==> src/rtl/mwalu_pkg.sv <==
// Shared definitions for the multi-width ALU: operation codes, size select,
// datapath width and the fixed bit positions of the status flags.
// Assumes a 32-bit datapath; byte and word lanes are its low 8 and 16 bits.
package mwalu_pkg;

    localparam int DW     = 32;  // datapath width
    localparam int FW     = 32;  // flags word width
    localparam int BYTE_W = 8;
    localparam int WORD_W = 16;

    localparam int FB_CF  = 0;
    localparam int FB_ONE = 1;
    localparam int FB_PF  = 2;
    localparam int FB_AF  = 4;
    localparam int FB_ZF  = 6;
    localparam int FB_SF  = 7;
    localparam int FB_OF  = 11;

    typedef enum logic [3:0] {
        OP_ADD = 4'd0,  OP_ADC = 4'd1,  OP_SUB = 4'd2,  OP_SBB = 4'd3,
        OP_CMP = 4'd4,  OP_INC = 4'd5,  OP_DEC = 4'd6,  OP_NEG = 4'd7,
        OP_AND = 4'd8,  OP_OR  = 4'd9,  OP_XOR = 4'd10, OP_NOT = 4'd11,
        OP_STC = 4'd12, OP_CLC = 4'd13, OP_CMC = 4'd14, OP_RSV = 4'd15
    } alu_op_e;

    typedef enum logic [1:0] {
        SZ_BYTE = 2'd0, SZ_WORD = 2'd1, SZ_DWORD = 2'd2, SZ_DWORD_ALT = 2'd3
    } size_e;

endpackage

==> src/rtl/mwalu_addsub.sv <==
// Shared adder/subtractor for every arithmetic operation.
// Operands arrive already masked to the active lane. top_i is the lane
// width, and msb_i is the index of the lane's sign bit.
module mwalu_addsub
    import mwalu_pkg::*;
#(
    parameter int DATA_W = DW,
    parameter int IW     = $clog2(DATA_W + 1)
) (
    input  logic [DATA_W-1:0] x_i,
    input  logic [DATA_W-1:0] y_i,
    input  logic              cin_i,
    input  logic              sub_i,
    input  logic [DATA_W-1:0] mask_i,
    input  logic [IW-1:0]     top_i,
    input  logic [IW-1:0]     msb_i,
    output logic [DATA_W-1:0] sum_o,
    output logic              cout_o,
    output logic              aux_o,
    output logic              ovf_o
);

    logic [DATA_W:0] wide;
    logic            xm, ym, rm;

    // One extra bit of headroom; a borrow wraps so bit top_i reads as 1.
    always_comb begin
        if (sub_i) wide = {1'b0, x_i} - {1'b0, y_i} - {{DATA_W{1'b0}}, cin_i};
        else       wide = {1'b0, x_i} + {1'b0, y_i} + {{DATA_W{1'b0}}, cin_i};
    end

    // Take carry, nibble carry and signed overflow from the lane boundaries.
    always_comb begin
        sum_o  = wide[DATA_W-1:0] & mask_i;
        cout_o = wide[top_i];
        aux_o  = x_i[4] ^ y_i[4] ^ wide[4];
        xm     = x_i[msb_i];
        ym     = y_i[msb_i];
        rm     = wide[msb_i];
        ovf_o  = sub_i ? ((xm != ym) && (rm != xm)) : ((xm == ym) && (rm != xm));
    end

endmodule

==> src/rtl/mwalu_logic.sv <==
// Bitwise unit. It gives AND, OR, XOR of the two operands and NOT of the
// first operand. Any other opcode gives 0.
// The caller masks the output to the active lane.
module mwalu_logic
    import mwalu_pkg::*;
#(
    parameter int DATA_W = DW
) (
    input  logic [DATA_W-1:0] a_i,
    input  logic [DATA_W-1:0] b_i,
    input  alu_op_e           op_i,
    output logic [DATA_W-1:0] res_o
);

    // Pick the bitwise function named by the opcode.
    always_comb begin
        case (op_i)
            OP_AND:  res_o = a_i & b_i;
            OP_OR:   res_o = a_i | b_i;
            OP_XOR:  res_o = a_i ^ b_i;
            OP_NOT:  res_o = ~a_i;
            default: res_o = '0;
        endcase
    end

endmodule

==> src/rtl/mwalu_status.sv <==
// Computes the result-derived flags: zero, sign and low-byte parity.
// Assumes res_i is already masked to the active lane, with msb_i as its sign bit.
module mwalu_status
    import mwalu_pkg::*;
#(
    parameter int DATA_W = DW,
    parameter int IW     = $clog2(DATA_W + 1)
) (
    input  logic [DATA_W-1:0] res_i,
    input  logic [IW-1:0]     msb_i,
    output logic              zf_o,
    output logic              sf_o,
    output logic              pf_o
);

    // Parity looks only at the low byte, whatever the lane size.
    always_comb begin
        zf_o = (res_i == '0);
        sf_o = res_i[msb_i];
        pf_o = ~^res_i[BYTE_W-1:0];
    end

endmodule

==> src/rtl/mwalu_core.sv <==
// Top of the multi-width ALU. It decodes the opcode and lane size, steers
// operands into the shared adder or the bitwise unit, and merges the new
// status bits into the incoming flags word.
// The block is fully combinational and holds no state.
module mwalu_core
    import mwalu_pkg::*;
#(
    parameter int DATA_W = DW,
    parameter int FLAG_W = FW,
    parameter int IW     = $clog2(DATA_W + 1)
) (
    input  logic [DATA_W-1:0] opnd_a_i,
    input  logic [DATA_W-1:0] opnd_b_i,
    input  logic [3:0]        op_i,
    input  logic [1:0]        size_i,
    input  logic [FLAG_W-1:0] flags_i,
    output logic [DATA_W-1:0] result_o,
    output logic              wr_en_o,
    output logic [FLAG_W-1:0] flags_o
);

    alu_op_e           op;
    size_e             sz;
    logic [IW-1:0]     top_idx, msb_idx;
    logic [DATA_W-1:0] lane_mask, a_m, b_m;
    logic [DATA_W-1:0] x, y, sum, lres, res;
    logic              cin, sub, cout, aux, ovf;
    logic              zf, sf, pf;
    logic              is_arith, is_logic, is_ccmd;

    assign op = alu_op_e'(op_i);
    assign sz = size_e'(size_i);

    // Work out the lane width, its sign bit and the lane mask from the size select.
    always_comb begin
        case (sz)
            SZ_BYTE: top_idx = IW'(BYTE_W);
            SZ_WORD: top_idx = IW'(WORD_W);
            default: top_idx = IW'(DATA_W);
        endcase
        msb_idx   = top_idx - IW'(1);
        lane_mask = (DATA_W'(1) << top_idx) - DATA_W'(1);
        a_m       = opnd_a_i & lane_mask;
        b_m       = opnd_b_i & lane_mask;
    end

    // Sort the opcode into its operation group.
    always_comb begin
        is_arith = (op_i <= 4'd7);
        is_logic = (op_i >= 4'd8) && (op_i <= 4'd11);
        is_ccmd  = (op_i >= 4'd12) && (op_i <= 4'd14);
    end

    // Steer operands, carry-in and direction into the shared adder.
    always_comb begin
        x   = a_m;
        y   = b_m;
        cin = 1'b0;
        sub = 1'b0;
        case (op)
            OP_ADC:         cin = flags_i[FB_CF];
            OP_SUB, OP_CMP: sub = 1'b1;
            OP_SBB: begin sub = 1'b1; cin = flags_i[FB_CF]; end
            OP_INC:         y = DATA_W'(1);
            OP_DEC: begin   y = DATA_W'(1); sub = 1'b1; end
            OP_NEG: begin   x = '0; y = a_m; sub = 1'b1; end
            default: ;
        endcase
    end

    mwalu_addsub #(.DATA_W(DATA_W), .IW(IW)) u_addsub (
        .x_i(x), .y_i(y), .cin_i(cin), .sub_i(sub),
        .mask_i(lane_mask), .top_i(top_idx), .msb_i(msb_idx),
        .sum_o(sum), .cout_o(cout), .aux_o(aux), .ovf_o(ovf)
    );

    mwalu_logic #(.DATA_W(DATA_W)) u_logic (
        .a_i(a_m), .b_i(b_m), .op_i(op), .res_o(lres)
    );

    // Choose the result path; flag commands and the spare opcode give 0.
    always_comb begin
        if (is_arith)      res = sum;
        else if (is_logic) res = lres & lane_mask;
        else               res = '0;
        result_o = res;
        wr_en_o  = (is_arith && (op != OP_CMP)) || is_logic;
    end

    mwalu_status #(.DATA_W(DATA_W), .IW(IW)) u_status (
        .res_i(res), .msb_i(msb_idx), .zf_o(zf), .sf_o(sf), .pf_o(pf)
    );

    // Merge the new status bits into the incoming flags word.
    always_comb begin
        flags_o         = flags_i;
        flags_o[FB_ONE] = 1'b1;
        if (is_arith || is_logic) begin
            flags_o[FB_ZF] = zf;
            flags_o[FB_SF] = sf;
            flags_o[FB_PF] = pf;
        end
        if (is_arith) begin
            flags_o[FB_AF] = aux;
            flags_o[FB_OF] = ovf;
            if ((op != OP_INC) && (op != OP_DEC)) flags_o[FB_CF] = cout;
        end
        if (is_logic) begin
            flags_o[FB_CF] = 1'b0;
            flags_o[FB_OF] = 1'b0;
            flags_o[FB_AF] = 1'b0;
        end
        case (op)
            OP_STC:  flags_o[FB_CF] = 1'b1;
            OP_CLC:  flags_o[FB_CF] = 1'b0;
            OP_CMC:  flags_o[FB_CF] = ~flags_i[FB_CF];
            default: ;
        endcase
    end

    // Output invariants, checked once the combinational logic has settled.
    always_comb begin
        AST_FLAG_ONE: assert (flags_o[FB_ONE] == 1'b1);
        AST_UPPER_CLEAR: assert ((result_o & ~lane_mask) == '0);
        if ((op == OP_INC) || (op == OP_DEC))
            AST_INCDEC_KEEPS_CF: assert (flags_o[FB_CF] == flags_i[FB_CF]);
        if (op == OP_CMP)
            AST_CMP_NO_WRITE: assert (!wr_en_o);
        if (is_logic)
            AST_LOGIC_CLEARS: assert (!flags_o[FB_CF] && !flags_o[FB_OF] && !flags_o[FB_AF]);
        if (is_ccmd)
            AST_CCMD_ISOLATED: assert (((flags_o ^ flags_i) & ~(FLAG_W'(1) | FLAG_W'(2))) == '0 && !wr_en_o);
        if (op == OP_RSV)
            AST_SPARE_NOP: assert (flags_o == (flags_i | FLAG_W'(2)) && !wr_en_o && result_o == '0);
    end

endmodule

==> config.mk <==
export PLATFORM = sky130hd
export DESIGN_NAME = mwalu_core
export DESIGN_NICKNAME = d
export VERILOG_FILES = /design/src/rtl/mwalu_pkg.sv /design/src/rtl/mwalu_addsub.sv /design/src/rtl/mwalu_logic.sv /design/src/rtl/mwalu_status.sv /design/src/rtl/mwalu_core.sv
export SDC_FILE = /design/constraint.sdc
export NUM_CORES = 1
export LEC_CHECK = 0
export ABC_AREA = 1
export BUFFER_PORTS_ARGS = -buffer_cell sky130_fd_sc_hd__buf_2
export CORE_UTILIZATION = 35
export DETAILED_ROUTE_END_ITERATION = 12
export PLACE_DENSITY = 0.64
export SLEW_MARGIN = 20
export SYNTH_ARGS = -nofsm -noshare
export SYNTH_HDL_FRONTEND = slang
export SYNTH_HIERARCHICAL = 1
export SYNTH_SLANG_ARGS = --single-unit
export TNS_END_PERCENT = 20
==> constraint.sdc <==
create_clock -name vclk -period 9.2
set_clock_uncertainty 0.2 [all_clocks]
set_input_delay 2.3 -clock vclk [all_inputs]
set_output_delay 2.3 -clock vclk [all_outputs]
set_load 0.05 [all_outputs]
==> flow_metrics.py, run 1 <==
metrics = {
    "critical_path": {
        "path_max_fanout": 8,
        "required_ns": 6.70,
        "cp_common_cell": "nand2_1",
        "cp_slowest_cell": "o21ai_0",
        "cp.arrival_ns": 6.57,
        "critPathCaptureType": "output port",
        "cp-start-kind": "primary input",
        "cp_slowest_stage_delay_ns": 0.46,
        "critPathKind": "in -> out",
    },
    "synth": {
        "synth_top_family_by_area": "simple AND/OR/NAND/NOR gates",
        "syn-cell-area_um2": 12700,
        "yosysUniqueCellTypes": 52,
        "syn_avg_cell_area_um2": 5.02,
        "yosys.area_share.simple_pct": 48.7,
        "syn_inst": 2523,
        "yosysWarnings": 6,
        "synth_mux_area_share_pct": 0.267,
        "synthXorXnorAreaFrac_pct": 0.553,
        "synth-compound-area-share_pct": 10.0,
        "yosysSeqAreaShare_pct": 0,
        "synthAdderAreaFrac_pct": 16.9,
    },
    "sta": {
        "fin_setup_tns_ns": 0,
        "period_share_pct": 98.6,
        "fin_crit_ns": 9.07,
        "setup_viol": 0,
        "hold_viol_final": 0,
        "max_freq_mhz": 110,
        "final_max_slew_viol_count": 0,
        "tightest_slew_ns": 0.845,
        "setup_slack_ns": 0.131,
        "grt_setup_unrepaired": "yes",
        "relSlewSlack_pct": 43.5,
    },
    "finish": {
        "seq_area_um2": 0,
        "nFillCells": 3855,
        "drive_gt1_share_pct": 24.5,
        "n_antenna_cell": 0,
        "seq_cells": 0,
        "final_core_util_pct": 46.7,
        "n_clock_buffer": 0,
        "nNetsFinal": 3164,
        "area_growth_pct": 31.2,
    },
    "place": {
        "dp.final_hpwl_um": 44200,
        "post-place-ws_ns": -0.361,
        "place.gp.congestion": 1.04,
        "io_buffers": 115,
    },
    "hold_path": {
        "hold-path-endpoint": "flags_o[10]",
        "min-delay-start": "flags_i[10]",
        "hold_path_depth": 0,
        "min_path_type": "in -> out",
    },
    "floorplan": {
        "die-width_um": 192,
        "num_rows": 69,
        "die_area_um2": 37000,
        "die_height_um": 192,
        "initial_core_util_pct": 35.6,
        "fp.coreArea_um2": 35600,
        "pin_count": 167,
    },
    "global_routing": {
        "gr-total-overflow": 0,
        "grt_pass1_wl_um": 79100,
        "grt.total_usage_pct": 27.2,
        "grt_max_degree": 74,
        "grt_antenna_before_repair": 0,
        "grt_pass1_vias": 15400,
    },
    "pwr": {
        "ir_drop_v": 0.000172,
        "finalPower_w": 0.00171,
        "leakage_nw": 10.2,
        "p_per_area_nw_per_um2": 103,
    },
    "routing": {
        "dr_total_vias": 16800,
        "drtPass1Iterations": 6,
        "ant_nets": 0,
        "wl_per_cell_um": 15.6,
        "drt-total-wl_um": 52400,
        "vias_per_cell": 5.02,
        "drt_iter0_markers": 1394,
        "drc_errors": 0,
    },
    "job": {
        "drv_cap": 0,
    },
    "run_status": {
        "status": "complete, no violations",
    },
    "cts": {
        "hold_buffers": 0,
    },
}
[final cells by class]
cell class	instances	area, µm²	area share, %
Timing Repair Buffer	457	3230	19.4
Multi-Input combinational cell	1826	10500	63.2
Inverter	608	2300	13.9
Tap cell	461	577	3.47
[timing repair]
item | in CTS | in global routing
cloned | 0 | 1
resized for setup | 28 | 196
setup buffers | 0 | 7
setup endpoints to repair | 6 | 7
pin swaps | 5 | 39
[report_power, final]
part | leakage (nW) | total (W) | switching [W] | internal (W)
clock network | 0 | 0 | 0 | 0
registers | 0 | 0 | 0 | 0
logic | 10.2 | 0.00171 | 0.00104 | 0.000677
total | 10.2 | 0.00171 | 0.00104 | 0.000677
[cell usage after synthesis, types with 12 or more instances]
cell | n | share of area (%)
nand2_1 | 754 | 22
inv_1 | 593 | 18
nand3_1 | 333 | 13
nor2_1 | 205 | 6.1
ha_1 | 165 | 16
o21ai_0 | 82 | 3.2
a21oi_1 | 70 | 2.8
buf_2 | 43 | 1.7
buf_4 | 36 | 2.1
nand3_2 | 25 | 2.0
nand4_1 | 24 | 1.2
nand2_2 | 13 | 0.64
buf_6 | 12 | 1.1
nor3_1 | 12 | 0.47
[kinds of logic after synthesis]
| group | Yosys count |
|---|---|
| multiplexers | 3 |
| buffers and inverters | 714 |
| AND/OR/NAND/NOR | 1414 |
| adder cells (fa/ha/maj) | 169 |
| AO/OA/AOI/OAI | 213 |
| other | 2 |
| XOR/XNOR | 8 |
[per-layer routing]
layer,vias to the layer above,share of wire (%),GRT usage [%]
met5,-,0,0
met2,673,47,46.9
li1,8430,-,-
met1,7636,44,36.4
met4,0,2.9,7.51
met3,101,6.7,1.26
[how the worst max path moves through the flow]
stage / from / slack [ns] / endpoint
3_3_place_gp: size_i[0] / -0.28 / flags_o[6]
6_report: size_i[0] / 0.13 / flags_o[6]
3_5_place_dp: size_i[0] / -0.36 / flags_o[6]
5_1_grt: size_i[0] / -0.09 / flags_o[6]
2_1_floorplan: size_i[1] / 0.03 / flags_o[6]
4_1_cts: size_i[0] / 0.01 / flags_o[7]
[worst max-delay path, delay by kind of cell]
kind | cells | cell delay (ns)
adders and majority gates | 3 | 0.82
buffers and inverters | 8 | 0.66
AOI/OAI and AO/OA | 1 | 0.46
muxes | 1 | 0.16
and+or+nand+nor | 17 | 2.15
[metrics by stage]
step	hold WS (ns)	instance area, µm²	std cells
after floorplan	4.57	12700	2540
after global placement	4.40	15800	3345
after detailed placement	4.40	15800	3345
after CTS	4.40	15900	3345
after global routing	4.40	16600	3352
final	4.40	16600	3352
[placed cells by master (no fill, tap or decap), types with 9 or more instances in the layout]
| master | n |
|---|---|
| buf_4 | 337 |
| nand3_2 | 48 |
| nor2_2 | 37 |
| buf_2 | 109 |
| o21ai_2 | 14 |
| nand3_1 | 309 |
| inv_2 | 17 |
| ha_2 | 9 |
| nor2_4 | 14 |
| o21ai_1 | 13 |
| o21ai_0 | 65 |
| nor2_1 | 170 |
| ha_4 | 14 |
| inv_1 | 582 |
| nand4_1 | 24 |
| nand2_1 | 722 |
| nand2_2 | 41 |
| conb_1 | 19 |
| ha_1 | 142 |
| o22ai_2 | 9 |
| a21oi_1 | 65 |
Power figures use the tool's default switching activity.
==> run 2: changes to the inputs <==
Settings changed: ABC_AREA 1 to not set, CAP_MARGIN set to 20, PLACE_DENSITY 0.64 to 0.65.
==> run 2 against run 1 <==
The run now ends with setup timing left. Sequential share of layout area unchanged. First-iteration DRC count is 33% lower. Count of clock-buffer cells in the layout is the same. Die area down 15%. Total power increased by 5.7%. Final cell count down 30%. Worst hold slack stayed put. Sequential cell count unchanged. Combinational power up 6%. Synthesized cell count fell by 40%. Critical path type unchanged. Critical path depth stayed put. Wire length decreased by 20%.
==> flow_metrics.py, run 2 <==
metrics = {
    "run_status": {
        "status": "finished, violations left",
        "violations": "setup timing",
    },
    "floorplan": {
        "die-width_um": 178,
        "fp.coreArea_um2": 30000,
        "pin_count": 167,
        "initial_core_util_pct": 36.0,
        "num_rows": 63,
        "die_height_um": 178,
        "die_area_um2": 31600,
    },
    "synth": {
        "yosysSeqAreaShare_pct": 0,
        "synth_top_area_share_pct": 19.1,
        "syn_avg_cell_area_um2": 7.17,
        "syn-cell-area_um2": 10800,
        "synth_top_family_by_area": "compound AO/OA/AOI/OAI gates",
        "synthXorXnorAreaFrac_pct": 4.95,
        "synth.area.top_cells": "ha_1, inv_1, mux4_2, mux2i_1, nand2_1",
        "synth_area_leader_cell": "ha_1",
        "synth_mux_area_share_pct": 10.7,
        "synth_common_cells": "inv_1, ha_1, nand2_1",
        "yosysUniqueCellTypes": 93,
        "yosysWarnings": 6,
        "synth-compound-area-share_pct": 29.2,
        "syn_inst": 1506,
        "yosys.area_share.simple_pct": 21.7,
        "synthMostInstantiatedCell": "inv_1",
        "synthAdderAreaFrac_pct": 19.9,
    },
    "place": {
        "place.gp.congestion": 0.984,
        "post-place-ws_ns": -1.30,
        "dp.final_hpwl_um": 35400,
        "placedCellCount": 2341,
        "io_buffers": 115,
    },
    "finish": {
        "mostFrequentLayoutCells": "buf_4, inv_1, ha_1",
        "seq_area_um2": 0,
        "nFillCells": 2946,
        "multi_input_area_um2": 9950,
        "layoutNonFillerInstCount": 2352,
        "final_common_cell": "buf_4",
        "nNetsFinal": 2234,
        "drive_gt1_share_pct": 38.7,
        "seq_cells": 0,
        "final_core_util_pct": 50.5,
        "area_growth_pct": 40.0,
        "n_clock_buffer": 0,
    },
    "routing": {
        "drt-total-wl_um": 42100,
        "dr_total_vias": 12700,
        "ant_nets": 0,
        "drt_iter0_markers": 930,
        "drc_errors": 0,
        "vias_per_cell": 5.40,
        "wl_per_cell_um": 17.9,
        "drtPass1Iterations": 7,
    },
    "sta": {
        "period_share_pct": 110,
        "grt_setup_unrepaired": "yes",
        "fin_crit_ns": 10.09,
        "final_max_slew_viol_count": 0,
        "max_freq_mhz": 99.1,
        "setup_slack_ns": -0.886,
        "hold_viol_final": 0,
        "tightest_slew_ns": 0.995,
        "relSlewSlack_pct": 33.6,
        "setup_viol": 12,
        "whs_ns": 4.40,
    },
    "job": {
        "drv_cap": 0,
    },
    "hold_path": {
        "min_path_type": "in -> out",
    },
    "global_routing": {
        "grt_pass1_wl_um": 65400,
        "grt.total_usage_pct": 26.1,
        "grt_max_degree": 67,
        "gr-total-overflow": 0,
        "grt_pass1_vias": 12400,
        "grt_antenna_before_repair": 1,
    },
    "critical_path": {
        "cp-start-kind": "primary input",
        "path_max_fanout": 5,
        "cp_slowest_cell": "mux4_2",
        "critPathKind": "in -> out",
        "cp.arrival_ns": 7.59,
        "cp_common_cell": "buf_4",
        "critPathCaptureType": "output port",
        "cp_slowest_stage_delay_ns": 0.49,
        "required_ns": 6.70,
    },
    "pwr": {
        "ir_drop_v": 0.000102,
        "swShare_pct": 53.6,
        "pwr-share-comb_pct": 100.0,
        "p_per_area_nw_per_um2": 120,
        "p_sw_w": 0.000971,
        "finalPower_w": 0.00181,
        "p_seq_share_pct": 0,
        "pwr-share-clk_pct": 0,
        "leakage_nw": 7.48,
        "p_int_w": 0.000839,
    },
    "cts": {
        "hold_buffers": 0,
    },
}
-- run 2: final cells by class --
cell class / count / area share, %
Antenna cell: 1 / 0.0166
Inverter: 211 / 5.30
Multi-Input combinational cell: 1209 / 65.8
Tap cell: 390 / 3.23
Timing Repair Buffer: 541 / 25.6
-- run 2: repair_timing --
item,4_1_cts,5_1_grt
gates cloned,0,0
buffers inserted,8,4
pin swaps,29,11
setup endpoints to repair,22,23
resized for setup,71,46
-- run 2: layer usage --
metal / vias up / GRT usage [%] / wire length (µm)
met4: 0 / 7.80 / 1380
li1: 6160 / - / -
met1: 5995 / 33.3 / 18000
met5: - / 0 / 0
met3: 83 / 2.49 / 2600
met2: 461 / 46.1 / 20100
-- run 2: final timing paths --
path | startpoint | to | cells past startpoint
worst min-delay path | flags_i[13] | flags_o[13] | 0
worst max-delay path | size_i[1] | flags_o[0] | 30
-- run 2: logic make-up after synthesis --
group	count (synthesis)
adders and majority gates	169
AOI/OAI and AO/OA	412
buffers and inverters	318
other	2
and+or+nand+nor	460
muxes	84
xor gates and xnor gates	61
-- run 2: critical path, delay by kind of cell --
family / cells / cell delay [ns]
AO/OA/AOI/OAI: 12 / 1.52
XOR/XNOR: 1 / 0.22
adder cells (fa/ha/maj): 3 / 0.95
buffers and inverters: 7 / 0.90
multiplexers: 1 / 0.49
AND/OR/NAND/NOR: 6 / 1.17
-- run 2: stage by stage --
stage / instance area (µm²) / TNS (ns)
2_1_floorplan: 11000 / -2.66
3_3_place_gp: 14600 / -5.73
3_5_place_dp: 14600 / -7.96
4_1_cts: 14900 / -2.84
5_1_grt: 15100 / -6.93
6_report: 15100 / -3.88
-- run 2: power by group through the flow --
stage                     Combinational, W  Sequential [W]         Clock (W)
after detailed placement           0.00166               0                 0
after global placement             0.00163               0                 0
after CTS                          0.00173               0                 0
after floorplan                   0.000978               0                 0
final                              0.00181               0  0.00000000000415
after global routing               0.00194               0                 0
==> run 3: changes to the inputs <==
Settings changed: ABC_AREA set to 1, CELL_PAD_IN_SITES_DETAIL_PLACEMENT set to 1, CELL_PAD_IN_SITES_GLOBAL_PLACEMENT set to 1, CORE_MARGIN set to 4, PLACE_DENSITY 0.65 to 0.86.
==> run 3 against run 2 <==
The run still ends with setup timing left. Global-route usage is 4.6 points higher. Worst hold slack unchanged. Final cell count is 44% higher. Fmax up 7.7%. Sequential share of layout area is the same. First-iteration DRC count is 60% higher. Largest cell class unchanged.
==> flow_metrics.py, run 3 (synthesis gave the netlist of run 1 again) <==
metrics = {
    "run_status": {
        "status": "finished, violations left",
        "violations": "setup timing",
    },
    "sta": {
        "grt_setup_unrepaired": "yes",
        "tightest_slew_ns": 0.930,
        "final_max_slew_viol_count": 0,
        "setup_viol": 5,
        "setup_slack_ns": -0.164,
        "max_freq_mhz": 107,
        "relSlewSlack_pct": 37.8,
        "fin_crit_ns": 9.36,
        "hold_viol_final": 0,
        "period_share_pct": 102,
    },
    "finish": {
        "seq_area_um2": 0,
        "area_growth_pct": 36.0,
        "n_antenna_cell": 0,
        "nNetsFinal": 3204,
        "mostFrequentLayoutCells": "nand2_1, inv_1, buf_4",
        "seq_cells": 0,
        "layoutNonFillerInstCount": 3392,
        "final_common_cell": "nand2_1",
        "n_clock_buffer": 0,
        "drive_gt1_share_pct": 27.0,
        "fin_area_um2": 17200,
    },
    "job": {
        "drv_cap": 0,
    },
    "place": {
        "placedInstanceArea_um2": 15900,
        "place.gp.congestion": 0.989,
        "dp.final_hpwl_um": 53700,
        "placedCellCount": 3367,
        "io_buffers": 115,
    },
    "routing": {
        "vias_per_cell": 5.58,
        "drc_errors": 0,
        "drt_iter0_markers": 1487,
        "drt-total-wl_um": 72300,
        "drtPass1Iterations": 5,
        "wl_per_cell_um": 21.3,
        "dr_total_vias": 18900,
        "ant_nets": 0,
    },
    "pwr": {
        "ir_drop_v": 0.0000419,
        "leakage_nw": 10.4,
        "p_per_area_nw_per_um2": 112,
    },
    "hold_path": {
        "hold_path_depth": 0,
        "hold-path-endpoint": "flags_o[18]",
        "min-delay-start": "flags_i[18]",
        "min_path_type": "in -> out",
    },
    "global_routing": {
        "gr-total-overflow": 0,
        "grt_pass1_vias": 18700,
        "grt_max_degree": 66,
        "grt.total_usage_pct": 30.7,
        "grt_pass1_wl_um": 97600,
        "grt_antenna_before_repair": 0,
    },
    "critical_path": {
        "cp_slowest_stage_delay_ns": 0.30,
        "path_max_fanout": 6,
        "critPathKind": "in -> out",
        "cp_common_cell": "nand2_1",
        "required_ns": 6.70,
        "critPathCaptureType": "output port",
        "cp-start-kind": "primary input",
        "cp_slowest_cell": "ha_1",
        "cp.arrival_ns": 6.86,
    },
    "floorplan": {
        "num_rows": 69,
        "die_height_um": 198,
        "fp.coreArea_um2": 35700,
        "initial_core_util_pct": 35.5,
        "die_area_um2": 39300,
        "die-width_um": 198,
        "pin_count": 167,
    },
    "cts": {
        "hold_buffers": 0,
    },
}
==> run 3: cell types whose count changed in the layout (fill, tap and decap cells not counted), moves of 44 or more <==
cell and delta:
and2_1 -57, nor2_1 +65, mux2i_1 -49, inv_1 +378
nand2_1 +597, nand3_2 +45, nand2_2 +46, a22o_1 -44
nand3_1 +283, buf_4 -54
==> run 3: area by class of cell <==
type / instances / area (µm²)
inverters: 608 / 2300
fillers: 5151 / 18400
repair buffers: 497 / 3560
multi-input cells: 1826 / 10800
well taps: 461 / 577
==> run 3: stage by stage <==
step                hold slack, ns  util [%]  TNS [ns]  total power (W)  setup slack, ns
finish                        4.40      48.3    -0.518          0.00194           -0.164
global route                  4.40      48.3     -1.23          0.00207           -0.366
CTS                           4.40      45.9   -0.0279          0.00169          -0.0168
detailed placement            4.40      44.7     -3.93          0.00161           -0.698
global placement              4.40      44.7     -1.48          0.00154           -0.445
floorplan                     4.57         -         0         0.000953           0.0308
==> run 3: what timing repair did <==
item | CTS | global route
cloned | 1 | 0
resized for setup | 96 | 195
pin swaps | 20 | 56
setup buffers | 9 | 16
endpoints found under the setup margin | 22 | 9
==> run 3: worst max-delay path by stage <==
stage | startpoint | cells past startpoint | endpoint
6_report | size_i[1] | 30 | flags_o[6]
4_1_cts | size_i[0] | 30 | flags_o[2]
3_3_place_gp | size_i[0] | 32 | flags_o[6]
2_1_floorplan | size_i[1] | 24 | flags_o[6]
5_1_grt | size_i[1] | 30 | flags_o[6]
3_5_place_dp | size_i[0] | 33 | flags_o[6]
==> run 3: routing by layer <==
metal | routed length, µm | GRT usage [%] | up-vias
li1 | - | - | 8495
met1 | 28500 | 39.3 | 8999
met2 | 34100 | 54.8 | 1082
met3 | 5280 | 1.96 | 348
met4 | 4440 | 10.4 | 0
met5 | 0 | 0 | -
==> run 3: critical path: cells and delay by family <==
family | cells | cell delay (ns)
fa+ha+maj | 3 | 0.79
buf+inv | 9 | 1.14
compound gates | 3 | 0.55
mux | 1 | 0.18
simple gates | 14 | 1.89
==> run 3: power breakdown <==
group / switching [W] / internal (W)
Combinational: 0.00120 / 0.000732
Clock: 0 / 0
Sequential: 0 / 0
